`config.mk`:
```
export PLATFORM = sky130hd
export DESIGN_NAME = ptrsub_unit
export DESIGN_NICKNAME = d
export VERILOG_FILES = /design/src/rtl/ptrsub_pkg.sv /design/src/rtl/ptrsub_lane.sv /design/src/rtl/ptrsub_hold.sv /design/src/rtl/ptrsub_unit.sv
export SDC_FILE = /design/constraint.sdc
export NUM_CORES = 1
export LEC_CHECK = 0
export BUFFER_PORTS_ARGS = -buffer_cell sky130_fd_sc_hd__buf_2
export CAP_MARGIN = 40
export CORE_MARGIN = 1.5
export CORE_UTILIZATION = 50
export DETAILED_ROUTE_END_ITERATION = 10
export PLACE_DENSITY_LB_ADDON = 0.08
export SETUP_SLACK_MARGIN = 0.02
export SLEW_MARGIN = 5
export SYNTH_ARGS = -nofsm -noshare
export SYNTH_HDL_FRONTEND = slang
export SYNTH_SLANG_ARGS = --single-unit
export TNS_END_PERCENT = 30
```
`constraint.sdc`:
```
create_clock -name clk -period 4.4 [get_ports clk]
set_input_delay 0.44 -clock clk [delete_from_list [all_inputs] [get_ports clk]]
set_output_delay 0.44 -clock clk [all_outputs]
set_load 0.005 [all_outputs]
```
`src/rtl/ptrsub_pkg.sv`:
```
// Package: shared widths and lane result type for the pointer substitution unit.
// Assumes pointers are PW bits wide and packed into an RW-bit register.
package ptrsub_pkg;
    parameter int PW    = 9;             // pointer and field width
    parameter int RW    = 32;            // register and instruction width
    parameter int CW    = 3;             // code width per lane
    parameter int NL    = 3;             // lanes: 0 source, 1 destination, 2 redirect
    parameter int RED_LO = RW - PW;      // lowest bit of redirect pointer

    // Result of evaluating one lane's code against its pointer
    typedef struct packed {
        logic          sub;   // substitute into next instruction
        logic [PW-1:0] val;   // value to substitute
        logic [PW-1:0] nxt;   // value to store back
        logic          step;  // code changes the pointer
    } lane_res_t;

    // Low bit of lane i inside the pointer register
    function automatic int lane_lo(int i);
        return (i == NL - 1) ? RED_LO : i * PW;
    endfunction
endpackage

```
`src/rtl/ptrsub_lane.sv`:
```
// Module: one pointer lane. Decodes a 3-bit code and produces the value to
// substitute, the value to store, and flags. Purely combinational; arithmetic
// wraps within PW bits.
module ptrsub_lane
    import ptrsub_pkg::*;
(
    input  logic [CW-1:0] code,
    input  logic [PW-1:0] ptr,
    output lane_res_t     res
);
    logic [PW-1:0] inc, dec;

    // Neighbour values, wrapping inside the field
    always_comb begin
        inc = ptr + PW'(1);
        dec = ptr - PW'(1);
    end

    // Decode the code table
    always_comb begin
        res.sub  = 1'b0;
        res.val  = ptr;
        res.nxt  = ptr;
        res.step = 1'b0;
        case (code)
            3'b001: res.sub = 1'b1;
            3'b100: begin res.sub = 1'b1; res.nxt = inc; res.step = 1'b1; end
            3'b101: begin res.sub = 1'b1; res.nxt = dec; res.step = 1'b1; end
            3'b110: begin res.sub = 1'b1; res.val = inc; res.nxt = inc; res.step = 1'b1; end
            3'b111: begin res.sub = 1'b1; res.val = dec; res.nxt = dec; res.step = 1'b1; end
            default: ;
        endcase
    end

    // Stepped pointer differs from the old one by exactly one

    always_comb begin
        if (res.step)
            lane_step_chk: assert ((PW'(res.nxt - ptr) == PW'(1)) || (PW'(ptr - res.nxt) == PW'(1)));
    end
endmodule

```
`src/rtl/ptrsub_hold.sv`:
```
// Module: pending substitution register. Loads lane results on a prefix,
// clears when an instruction issues, and clears on reset. A prefix wins over
// a same-cycle issue.
module ptrsub_hold
    import ptrsub_pkg::*;
(
    input  logic               clk,
    input  logic               rst_n,
    input  logic               load,
    input  logic               consume,
    input  lane_res_t [NL-1:0] d_in,
    output lane_res_t [NL-1:0] q_out
);
    lane_res_t [NL-1:0] q;

    // Hold, replace or drop the pending substitution
    always_ff @(posedge clk) begin
        if (!rst_n)
            q <= '0;
        else if (load)
            q <= d_in;
        else if (consume)
            q <= '0;
    end

    assign q_out = q;

    logic any_pend;
    always_comb begin
        any_pend = 1'b0;
        for (int i = 0; i < NL; i++) any_pend = any_pend | q[i].sub;
    end


    pend_clear_chk: assert property (@(posedge clk) disable iff (!rst_n)
        (consume && !load) |=> !any_pend);
endmodule

```
`src/rtl/ptrsub_unit.sv`:
```
// Module: top of the next-instruction pointer substitution unit. Evaluates
// three lanes on a prefix, offers the updated register in the same cycle, and
// rewrites the next issued instruction from the pending state.
// Assumes source field [PW-1:0], destination field [2*PW-1:PW] of the instruction.
module ptrsub_unit
    import ptrsub_pkg::*;
(
    input  logic          clk,
    input  logic          rst_n,
    input  logic          pfx_valid,
    input  logic [RW-1:0] pfx_reg,
    input  logic [NL*CW-1:0] pfx_mode,
    input  logic          insn_valid,
    input  logic [RW-1:0] insn_word,
    output logic [RW-1:0] out_insn,
    output logic          redir_en,
    output logic [PW-1:0] redir_addr,
    output logic          wb_en,
    output logic [RW-1:0] wb_data
);
    lane_res_t [NL-1:0] now_res;
    lane_res_t [NL-1:0] pend;

    genvar g;
    generate
        for (g = 0; g < NL; g++) begin : g_lane
            ptrsub_lane u_lane (
                .code (pfx_mode[g*CW +: CW]),
                .ptr  (pfx_reg[lane_lo(g) +: PW]),
                .res  (now_res[g])
            );
        end
    endgenerate

    ptrsub_hold u_hold (
        .clk     (clk),
        .rst_n   (rst_n),
        .load    (pfx_valid),
        .consume (insn_valid),
        .d_in    (now_res),
        .q_out   (pend)
    );

    // Build the write-back word from stored pointer values
    always_comb begin
        wb_data = pfx_reg;
        wb_en   = 1'b0;
        for (int i = 0; i < NL; i++) begin
            wb_data[lane_lo(i) +: PW] = now_res[i].nxt;
            wb_en = wb_en | now_res[i].step;
        end
        wb_en = wb_en & pfx_valid;
    end

    // Rewrite source and destination fields of the issued instruction
    always_comb begin
        out_insn = insn_word;
        for (int i = 0; i < NL - 1; i++)
            if (pend[i].sub) out_insn[i*PW +: PW] = pend[i].val;
    end

    // Redirect address for the issued instruction
    always_comb begin
        redir_en   = insn_valid & pend[NL-1].sub;
        redir_addr = redir_en ? pend[NL-1].val : '0;
    end


    always_comb begin
        opcode_pass_chk: assert (out_insn[RW-1:2*PW] == insn_word[RW-1:2*PW]);
    end


    wb_change_chk: assert property (@(posedge clk) disable iff (!rst_n)
        wb_en |-> (wb_data != pfx_reg));
endmodule

```
# ---- Word-level counts from Yosys, hierarchy flattened
# Cells that the tools add are included.
# W data, S select, Z words.
dict set report totals {
  ff_bits 30
  in_bits 77
}
dict set report classes {
  n_addsub 6
  n_eq_ne 15
  muxes 14
  bitwise_logic 4
  n_reduce_logical 10
}
# cell n
set op_table {}
lappend op_table {{$mux W60} 2}
lappend op_table {{$pmux W10 S2} 3}
lappend op_table {{$pmux W9 S2} 3}
lappend op_table {{$eq A3 B3 Y1 const B} 12}
lappend op_table {{$add A9 B1 Y9 const B} 3}
lappend op_table {{$mux W9} 3}
lappend op_table {{$sub A9 B1 Y9 const B} 3}
lappend op_table {{$reduce_or A5 Y1} 3}
lappend op_table {{$reduce_or A2 Y1} 6}
lappend op_table {{$eq A3 B1 Y1 const B} 3}
lappend op_table {{$mux W1} 3}
lappend op_table {{$and A1 B1 Y1} 2}
lappend op_table {{$or A1 B1 Y1} 2}
lappend op_table {{$reduce_bool A2 Y1} 1}

# ---- Depth between registers and ports, before layout
# Gate-level depths: netlist of the first run.
dict set report logic_depth {
  depth_word 6
  ltp_mapped 7
  ltp_nobuf 7
}

# ---- By module
# Synthesis of the first run repeated with hierarchy kept, for this count alone.
dict set report unflattened {
  hier_cells 557
  area_unflattened_um2 5051.1
}
# module n_inst cells_each area_each_um2 seq_area_each_um2
set modules_own_cells {}
lappend modules_own_cells {ptrsub_hold 1 267 3046.7 1201.2}
lappend modules_own_cells {ptrsub_lane 3 80 499.2 0.0}
lappend modules_own_cells {ptrsub_unit 1 50 506.7 0.0}

# ---- Worst setup path before layout of the first run
# Ideal clock, no wire load.
dict set report synth_path {
  path_type {input-to-output}
  from {input port pfx_reg[27]}
  to {output port wb_data[31]}
  arrival_ps 1922
  required_ps 3960
  setup_slack_ps 2038
  stages 6
  path_cell_list {buf_6 or4_4 or4b_4 nor2_1 o21ai_0 xnor2_1}
}
dict set report synth_via {
  elab_chain_len 2
  elab_cells_between_ends 3
}
# element line_no
set synth_lines {}
lappend synth_lines {{start, declared} ptrsub_unit.sv:11} ;# input logic [RW-1:0] pfx_reg,
lappend synth_lines {{$sub A9 B1 Y9 or $add A9 B1 Y9 (tied branches)} {ptrsub_lane.sv:16, ptrsub_lane.sv:15}}
lappend synth_lines {{$pmux W10 S2 *} ptrsub_lane.sv:25} ;# case (code)
lappend synth_lines {{end, declared} ptrsub_unit.sv:19} ;# output logic [RW-1:0] wb_data
# Every way passes the cells marked *; elsewhere a longest branch is shown, timed or not.

# ---- Final worst setup path of the first run
dict set report layout_path {
  from {input port pfx_reg[1]}
  to {output port wb_data[7]}
}
# The elaborated chain is that of the path after synthesis.

==> impl_metrics.py, run 1 <==
metrics = {
    "setup_path": {
        "critical_path_class": "in -> out",
        "cpMaxStageDelayCell": "or4b_1",
        "critPathMaxStageDelay_ps": 560,
        "cp_common_cell": "buf_2",
        "crit_fanout": 6,
        "critPathArrivalTime_ps": 2190,
        "required_ps": 3960,
        "crit_family": "simple AND/OR/NAND/NOR gates",
        "critical_path.endpoint_type": "output port",
        "worstPathCellList": "buf_2 -> or4b_1 -> or3_1 -> o32ai_2 -> nand2_1 -> xnor2_1 -> buf_2",
        "crit_buf_inv": 2,
        "crit_cells": 7,
        "cp-start-kind": "input pin",
        "reg2reg_depth": 2,
    },
    "global_routing": {
        "grt_max_degree": 31,
        "grt_pass1_vias": 2435,
        "grt_first_pass_wirelength_mm": 10.8,
        "grt_usage_pct": 21.7,
        "antenna_found_initial": 0,
        "overflow": 0,
    },
    "pwr": {
        "comb_power_share_pct": 28.2,
        "cellLeakagePower_nw": 1.45,
        "powerDensity_nw_per_um2": 219,
        "power_switching_w": 0.000213,
        "ir_drop_mv": 0.147,
        "intPower_w": 0.000516,
        "swShare_pct": 29.3,
        "seq_power_share_pct": 41.1,
        "clockPowerShare_pct": 30.8,
    },
    "timing": {
        "fmax_mhz": 380,
        "finalMaxSlewViolations": 0,
        "finalHoldViolations": 0,
        "skew_ps": 0,
        "tightest_slew_ps": 660,
        "rsz0062_at_grt": "false",
        "min_period_ps": 2630,
        "relSlewSlack_pct": 56.0,
        "tns_ps": 0,
        "min_period_over_period_pct": 59.8,
        "setup_violations": 0,
    },
    "clocking": {
        "htreeDepth": 2,
        "ctsRootBufferMaster": "clkbuf_8",
        "postCtsHoldBufs": 0,
        "clock_latency_ps": 270,
        "cts_resized": 0,
        "cts_tree": "done",
        "clock-sinks": 30,
        "cts_setup_buffers": 0,
        "clk_transition_reported_paths_ps": 60,
        "clk_path_buf_depth": 2,
        "cts_buffers": 5,
    },
    "synth": {
        "yosysMostFrequentCell": "nand2_1",
        "ys_warn_count": 0,
        "ys_ff_latch": 30,
        "avgSynthCellArea_sq_um": 7.58,
        "yosysTopAreaCell": "dfxtp_1",
        "synth-main-ff-cell": "dfxtp_1",
        "ys_seq_area_share_pct": 21.1,
        "netlist_area_sq_um": 2850,
        "synth_common_cells": "nand2_1 (61), xnor2_1 (36), dfxtp_1 (30)",
        "async_flop_share_pct": 0,
        "yosysUniqueCellTypes": 50,
        "synth_top_area_share_pct": 21.1,
        "synth_area_leaders": "dfxtp_1 (21%), xnor2_1 (11%), mux2_2 (8.3%)",
        "synth_cells": 376,
        "synth_edf_count": 0,
        "synth_fp_nets": 459,
    },
    "layout": {
        "antenna_cells": 0,
        "fin_area_sq_um": 3330,
        "largest_register_ffs": 30,
        "drive_above_1_share_pct": 34.8,
        "synthToLayoutAreaGrowth_pct": 16.9,
        "layout.nets": 530,
    },
    "floorplanning": {
        "die-area_sq_um": 6160,
        "design.core.area_sq_um": 5510,
        "die_w_um": 78.5,
        "initial_utilization_pct": 51.7,
        "io_pins": 152,
        "rows": 27,
        "die_y_um": 78.5,
    },
    "route": {
        "drtPass1Iterations": 4,
        "routed_wl_mm": 6.75,
        "drt-initial-drc-count": 147,
        "drcViolationCount": 0,
        "vias_per_cell": 5.22,
        "wl_per_cell_um": 13.0,
        "ant_nets": 0,
        "vias": 2716,
    },
    "run_status": {
        "status": "complete, no violations",
    },
    "place": {
        "hpwl_mm": 5.10,
        "io_buffer_count": 113,
        "gp_congestion": 0.824,
        "place_area_sq_um": 3240,
    },
    "flow_run": {
        "maxCapViolCount": 0,
    },
    "min_path": {
        "hp-class": "reg -> reg",
        "hold_depth": 2,
    },
}
==> routing by layer <==
layer	share of wire, %	GRT usage (%)
met4	1.3	7.32
met2	48	38.3
met1	45	26.3
met3	5.2	3.84
met5	0	0
==> through the flow <==
step	util (%)	hold slack [ps]	total power, W	worst slack (ps)	std cells
floorplan	-	417	0.000442	2040	376
finish	60.5	442	0.000729	1770	520
detailed placement	58.8	433	0.000512	1770	512
global placement	58.8	428	0.000509	1790	512
global route	60.5	470	0.000772	1630	520
CTS	60.5	447	0.000736	1770	520
==> power by group through the flow <==
stage	Sequential [W]	Combinational [W]	Clock, W
after floorplan	0.000298	0.000144	0
after global placement	0.000305	0.000204	0
after detailed placement	0.000306	0.000206	0
after CTS	0.000300	0.000207	0.000229
after global routing	0.000301	0.000229	0.000242
final	0.000299	0.000205	0.000224
==> tightest hold or removal path: stages (launching register included) <==
cell and delay (ps):
dfxtp_1 320, nand2_1 40, o21ai_0 50
==> logic make-up (layout without fill, tap and decap cells) <==
logic type	Yosys count	after routing	synth area share, %
compound gates	59	59	12.5
xor+xnor	50	50	15.6
fa+ha+maj	6	6	2.63
buf+inv	59	131	10.6
flops	30	30	21.1
mux	23	23	9.00
simple gates	149	149	28.5
==> worst paths after layout <==
| kind | startpoint | end | slack (ps) |
|---|---|---|---|
| setup / recovery | pfx_reg[1] | wb_data[7] | 1770 |
| hold / removal | u_hold.q_out[55] | u_hold.q_out[55] | 440 |
| setup reg to reg | u_hold.q_out[39] | u_hold.q_out[39] | 3050 |
| hold reg to reg | u_hold.q_out[55] | u_hold.q_out[55] | 440 |
==> layout make-up <==
class,instances,area [sq um]
multi-input combinational,287,1950
clock buffer,7,86.3
clock inverter,1,5.00
timing repair buffer,113,566
tap,72,90.1
fill,548,2180
inverter,10,37.5
sequential,30,601
==> layout by cell type, fill, tap and decap left out, types with 2 or more instances in the layout <==
cell	count
and3_1	10
nor2b_1	11
mux2_2	21
dfxtp_1	30
or4b_2	2
nor3_1	4
and2_1	4
nand4_1	5
inv_1	10
clkbuf_8	6
nand4bb_1	2
o22ai_1	4
a21oi_1	15
o21ai_0	28
a21boi_0	4
xor2_1	13
or3_1	2
nor2_1	12
or2_2	4
nor3b_1	8
buf_2	113
nand4b_1	4
nand3_1	7
xnor2_1	36
mux2i_1	2
ha_1	6
or3b_2	4
nand2_1	61
Power figures use the tool's default switching activity.
==> inputs of run 2 (changes only) <==
CORE_UTILIZATION = 42   (was 50)
clock period = 2.35 ns   (was 4.4 ns; I/O delays follow)
==> impl_metrics.py, run 2 (synthesis results as in run 1) <==
metrics = {
    "floorplanning": {
        "die_y_um": 85.4,
        "die-area_sq_um": 7290,
        "rows": 29,
        "die_w_um": 85.4,
        "design.core.area_sq_um": 6460,
        "io_pins": 152,
        "initial_utilization_pct": 44.1,
    },
    "pwr": {
        "power_switching_w": 0.000408,
        "ir_drop_mv": 0.263,
        "cellLeakagePower_nw": 1.46,
        "intPower_w": 0.000968,
        "swShare_pct": 29.6,
        "powerDensity_nw_per_um2": 410,
        "clockPowerShare_pct": 31.0,
        "comb_power_share_pct": 28.3,
        "seq_power_share_pct": 40.7,
    },
    "setup_path": {
        "required_ps": 2120,
        "worstPathCellList": "buf_2 -> or4b_1 -> or3_1 -> o32ai_2 -> nand2_1 -> xnor2_1 -> buf_2",
        "cpMaxStageDelayCell": "or4b_1",
        "critPathArrivalTime_ps": 1960,
        "reg2reg_depth": 2,
        "critical_path_class": "in -> out",
        "cp_common_cell": "buf_2",
        "crit_path_start": "pfx_reg[1]",
        "timing.rr.end": "u_hold.q_out[19]",
        "critical_path.endpoint_type": "output port",
        "crit_fanout": 6,
        "cp-start-kind": "input pin",
        "reg2reg_from": "u_hold.q_out[19]",
        "r2r_slack_ps": 1040,
        "critPathMaxStageDelay_ps": 550,
    },
    "global_routing": {
        "grt_first_pass_wirelength_mm": 11.2,
        "grt_usage_pct": 18.7,
        "grt_pass1_vias": 2404,
        "antenna_found_initial": 0,
        "overflow": 0,
        "grt_max_degree": 24,
    },
    "timing": {
        "finalHoldViolations": 0,
        "finalMaxSlewViolations": 0,
        "min_period_over_period_pct": 93.2,
        "setup_violations": 0,
        "whs_ps": 278,
        "tightest_slew_ps": 670,
        "tns_ps": 0,
        "min_period_ps": 2190,
        "rsz0062_at_grt": "false",
        "skew_ps": 0,
        "fmax_mhz": 457,
        "relSlewSlack_pct": 55.3,
    },
    "layout": {
        "layout.nets": 532,
        "drive_above_1_share_pct": 35.1,
        "layout_commonest_cell": "buf_2",
        "final_cell_mix": "buf_2 (113), nand2_1 (61), xnor2_1 (36)",
        "antenna_cells": 0,
        "fin_area_sq_um": 3350,
        "synthToLayoutAreaGrowth_pct": 17.7,
        "largest_register_ffs": 30,
    },
    "min_path": {
        "hold_depth": 3,
        "whs_endpoint": "u_hold.q_out[17]",
        "hp-class": "in -> reg",
        "min-delay-start": "pfx_reg[7]",
    },
    "place": {
        "place_area_sq_um": 3260,
        "gp_congestion": 0.853,
        "io_buffer_count": 113,
        "hpwl_mm": 5.28,
    },
    "route": {
        "drcViolationCount": 10,
        "wl_per_cell_um": 13.1,
        "vias": 2721,
        "vias_per_cell": 5.16,
        "drt-initial-drc-count": 68,
        "ant_nets": 0,
        "routed_wl_mm": 6.92,
        "drtPass1Iterations": 7,
    },
    "clocking": {
        "htreeDepth": 2,
        "postCtsHoldBufs": 0,
        "cts_setup_buffers": 0,
        "cts_tree": "done",
        "clock_latency_ps": 270,
        "clk_path_buf_depth": 2,
        "cts_resized": 0,
        "ctsRootBufferMaster": "clkbuf_8",
        "clock-sinks": 30,
        "clk_transition_reported_paths_ps": 60,
        "cts_buffers": 5,
    },
    "run_status": {
        "violations": "design-rule violations",
        "status": "complete, but fails checks",
    },
    "flow_run": {
        "maxCapViolCount": 0,
    },
}
## run 2: cell count changes in the layout (fill, tap and decap cells not counted), sizes merged
cell | previous run | this run
buf | 113 | 115
## run 2: power by group through the flow
stage | Sequential, W | Combinational, W | Clock (W)
CTS | 0.000561 | 0.000393 | 0.000442
global placement | 0.000571 | 0.000388 | 0
detailed placement | 0.000572 | 0.000391 | 0
finish | 0.000560 | 0.000389 | 0.000426
global route | 0.000564 | 0.000433 | 0.000469
floorplan | 0.000557 | 0.000270 | 0
## run 2: worst max-delay path: cells and delay by family
| family | cells | cell delay [ps] |
|---|---|---|
| AO/OA/AOI/OAI | 1 | 280 |
| AND/OR/NAND/NOR | 3 | 1040 |
| XOR/XNOR | 1 | 140 |
| buffers and inverters | 2 | 260 |
## run 2: how the worst max path moves through the flow
| stage | end | slack (ps) |
|---|---|---|
| final | wb_data[7] | 160 |
| after global routing | wb_data[7] | 70 |
| after global placement | wb_data[7] | 180 |
| after detailed placement | wb_data[7] | 160 |
| after CTS | wb_data[7] | 160 |
| after floorplan | wb_data[31] | 400 |
## run 2: layout make-up
type | instances | area, sq um
flip-flops and latches | 30 | 601
repair buffers | 115 | 581
inverters | 10 | 37.5
fillers | 673 | 3110
clock buffers | 7 | 86.3
multi-input cells | 287 | 1950
clock inverters | 1 | 5.00
well taps | 77 | 96.3
## run 2: layer usage
layer | global-route usage, % | wire length (um) | vias to the layer above
li1 | - | - | 1402
met1 | 24.6 | 3180 | 1241
met2 | 32.2 | 3300 | 69
met3 | 3.50 | 396 | 9
met4 | 3.67 | 39 | 0
met5 | 0 | 0 | -
## run 2: metrics by stage
stage	worst slack (ps)	util, %	power (W)	cells
3_5_place_dp	157	50.5	0.000964	519
2_1_floorplan	398	-	0.000827	376
3_3_place_gp	181	50.5	0.000959	519
6_report	159	51.9	0.00138	527
4_1_cts	155	51.9	0.00140	527
5_1_grt	73.5	51.9	0.00147	527
==> inputs of run 3 (changes only) <==
CORE_ASPECT_RATIO = 0.7   (was not set)
==> impl_metrics.py, run 3 (synthesis results as in run 1) <==
metrics = {
    "run_status": {
        "status": "complete, no violations",
    },
    "clocking": {
        "clk_transition_reported_paths_ps": 70,
        "cts_setup_buffers": 0,
        "cts_buffers": 5,
        "clk_path_buf_depth": 2,
        "ctsRootBufferMaster": "clkbuf_8",
        "clock_latency_ps": 270,
        "clock-sinks": 30,
        "cts_resized": 0,
        "htreeDepth": 2,
        "postCtsHoldBufs": 0,
        "cts_tree": "done",
    },
    "timing": {
        "setup_violations": 0,
        "finalHoldViolations": 0,
        "relSlewSlack_pct": 53.6,
        "min_period_ps": 2200,
        "tightest_slew_ps": 696,
        "skew_ps": 0,
        "min_period_over_period_pct": 93.6,
        "finalMaxSlewViolations": 0,
        "rsz0062_at_grt": "false",
        "fmax_mhz": 455,
        "tns_ps": 0,
    },
    "min_path": {
        "hp-class": "in -> reg",
    },
    "layout": {
        "n_fill_cell": 657,
        "antenna_cells": 0,
        "fin_cells": 542,
        "multi_input_area_sq_um": 1950,
        "fin_area_sq_um": 3380,
        "drive_above_1_share_pct": 35.5,
        "largest_register_ffs": 30,
        "final_cell_mix": "buf_2 (113), nand2_1 (61), xnor2_1 (36)",
        "register_area_sq_um": 601,
        "layout_commonest_cell": "buf_2",
        "layout.nets": 533,
        "utilization_pct": 52.9,
        "synthToLayoutAreaGrowth_pct": 18.7,
    },
    "place": {
        "dp_cells": 534,
        "io_buffer_count": 113,
        "gp_congestion": 0.871,
        "hpwl_mm": 5.50,
        "place_area_sq_um": 3290,
    },
    "setup_path": {
        "cp-start-kind": "input pin",
        "critPathArrivalTime_ps": 1960,
        "crit_fanout": 6,
        "critical_path.endpoint_type": "output port",
        "required_ps": 2120,
        "critical_path_class": "in -> out",
    },
    "floorplanning": {
        "die_y_um": 71.9,
        "io_pins": 152,
        "design.core.area_sq_um": 6400,
        "die-area_sq_um": 7290,
        "rows": 24,
        "initial_utilization_pct": 44.5,
        "die_w_um": 101,
    },
    "route": {
        "drt-initial-drc-count": 113,
        "vias_per_cell": 5.09,
        "routed_wl_mm": 7.00,
        "wl_per_cell_um": 12.9,
        "ant_nets": 0,
        "vias": 2757,
        "drtPass1Iterations": 4,
        "drcViolationCount": 0,
    },
    "pwr": {
        "ir_drop_mv": 0.215,
        "cellLeakagePower_nw": 1.46,
        "powerDensity_nw_per_um2": 410,
    },
    "global_routing": {
        "grt_pass1_vias": 2435,
        "grt_max_degree": 30,
        "grt_first_pass_wirelength_mm": 11.4,
        "grt_usage_pct": 19.3,
        "antenna_found_initial": 0,
        "overflow": 0,
    },
    "flow_run": {
        "maxCapViolCount": 0,
    },
}
[run 3: critical path, stage by stage]
cell	delay, ps
buf_2	130
or4b_1	560
or3_1	380
o32ai_2	280
nand2_1	110
xnor2_1	140
buf_2	130
[run 3: layout make-up]
class                      count  share of cell area (%)
timing repair buffer         116                    17.4
inverter                      10                    1.11
clock buffer                   6                    2.44
clock inverter                 2                   0.370
sequential                    30                    17.8
multi-input combinational    287                    57.6
tap                           91                    3.37
[run 3: path summary, 6_finish.rpt]
kind	endpoint	start	cells after the start	slack, ps
setup / recovery	wb_data[7]	pfx_reg[1]	7	150
hold / removal	u_hold.q_out[17]	pfx_reg[7]	3	260
setup reg to reg	u_hold.q_out[19]	u_hold.q_out[19]	2	1030
hold reg to reg	u_hold.q_out[56]	u_hold.q_out[56]	2	450
[run 3: power breakdown]
part           leakage (nW)  internal (W)  total, W  switching (W)
clock                0.0472      0.000235  0.000432       0.000197
sequential            0.247      0.000538  0.000562      0.0000236
combinational          1.17      0.000195  0.000391       0.000197
[run 3: per-layer routing]
| metal | wire length (um) | GRT usage, % |
|---|---|---|
| met1 | 3590 | 28.8 |
| met2 | 2920 | 28.9 |
| met3 | 444 | 4.24 |
| met4 | 48 | 3.24 |
| met5 | 0 | 0 |
[run 3: stage by stage]
stage	setup WS (ps)	hold slack [ps]	total power, W
global route	20.4	286	0.00148
detailed placement	133	433	0.000965
floorplan	398	373	0.000827
finish	151	265	0.00139
global placement	145	428	0.000961
CTS	136	259	0.00140
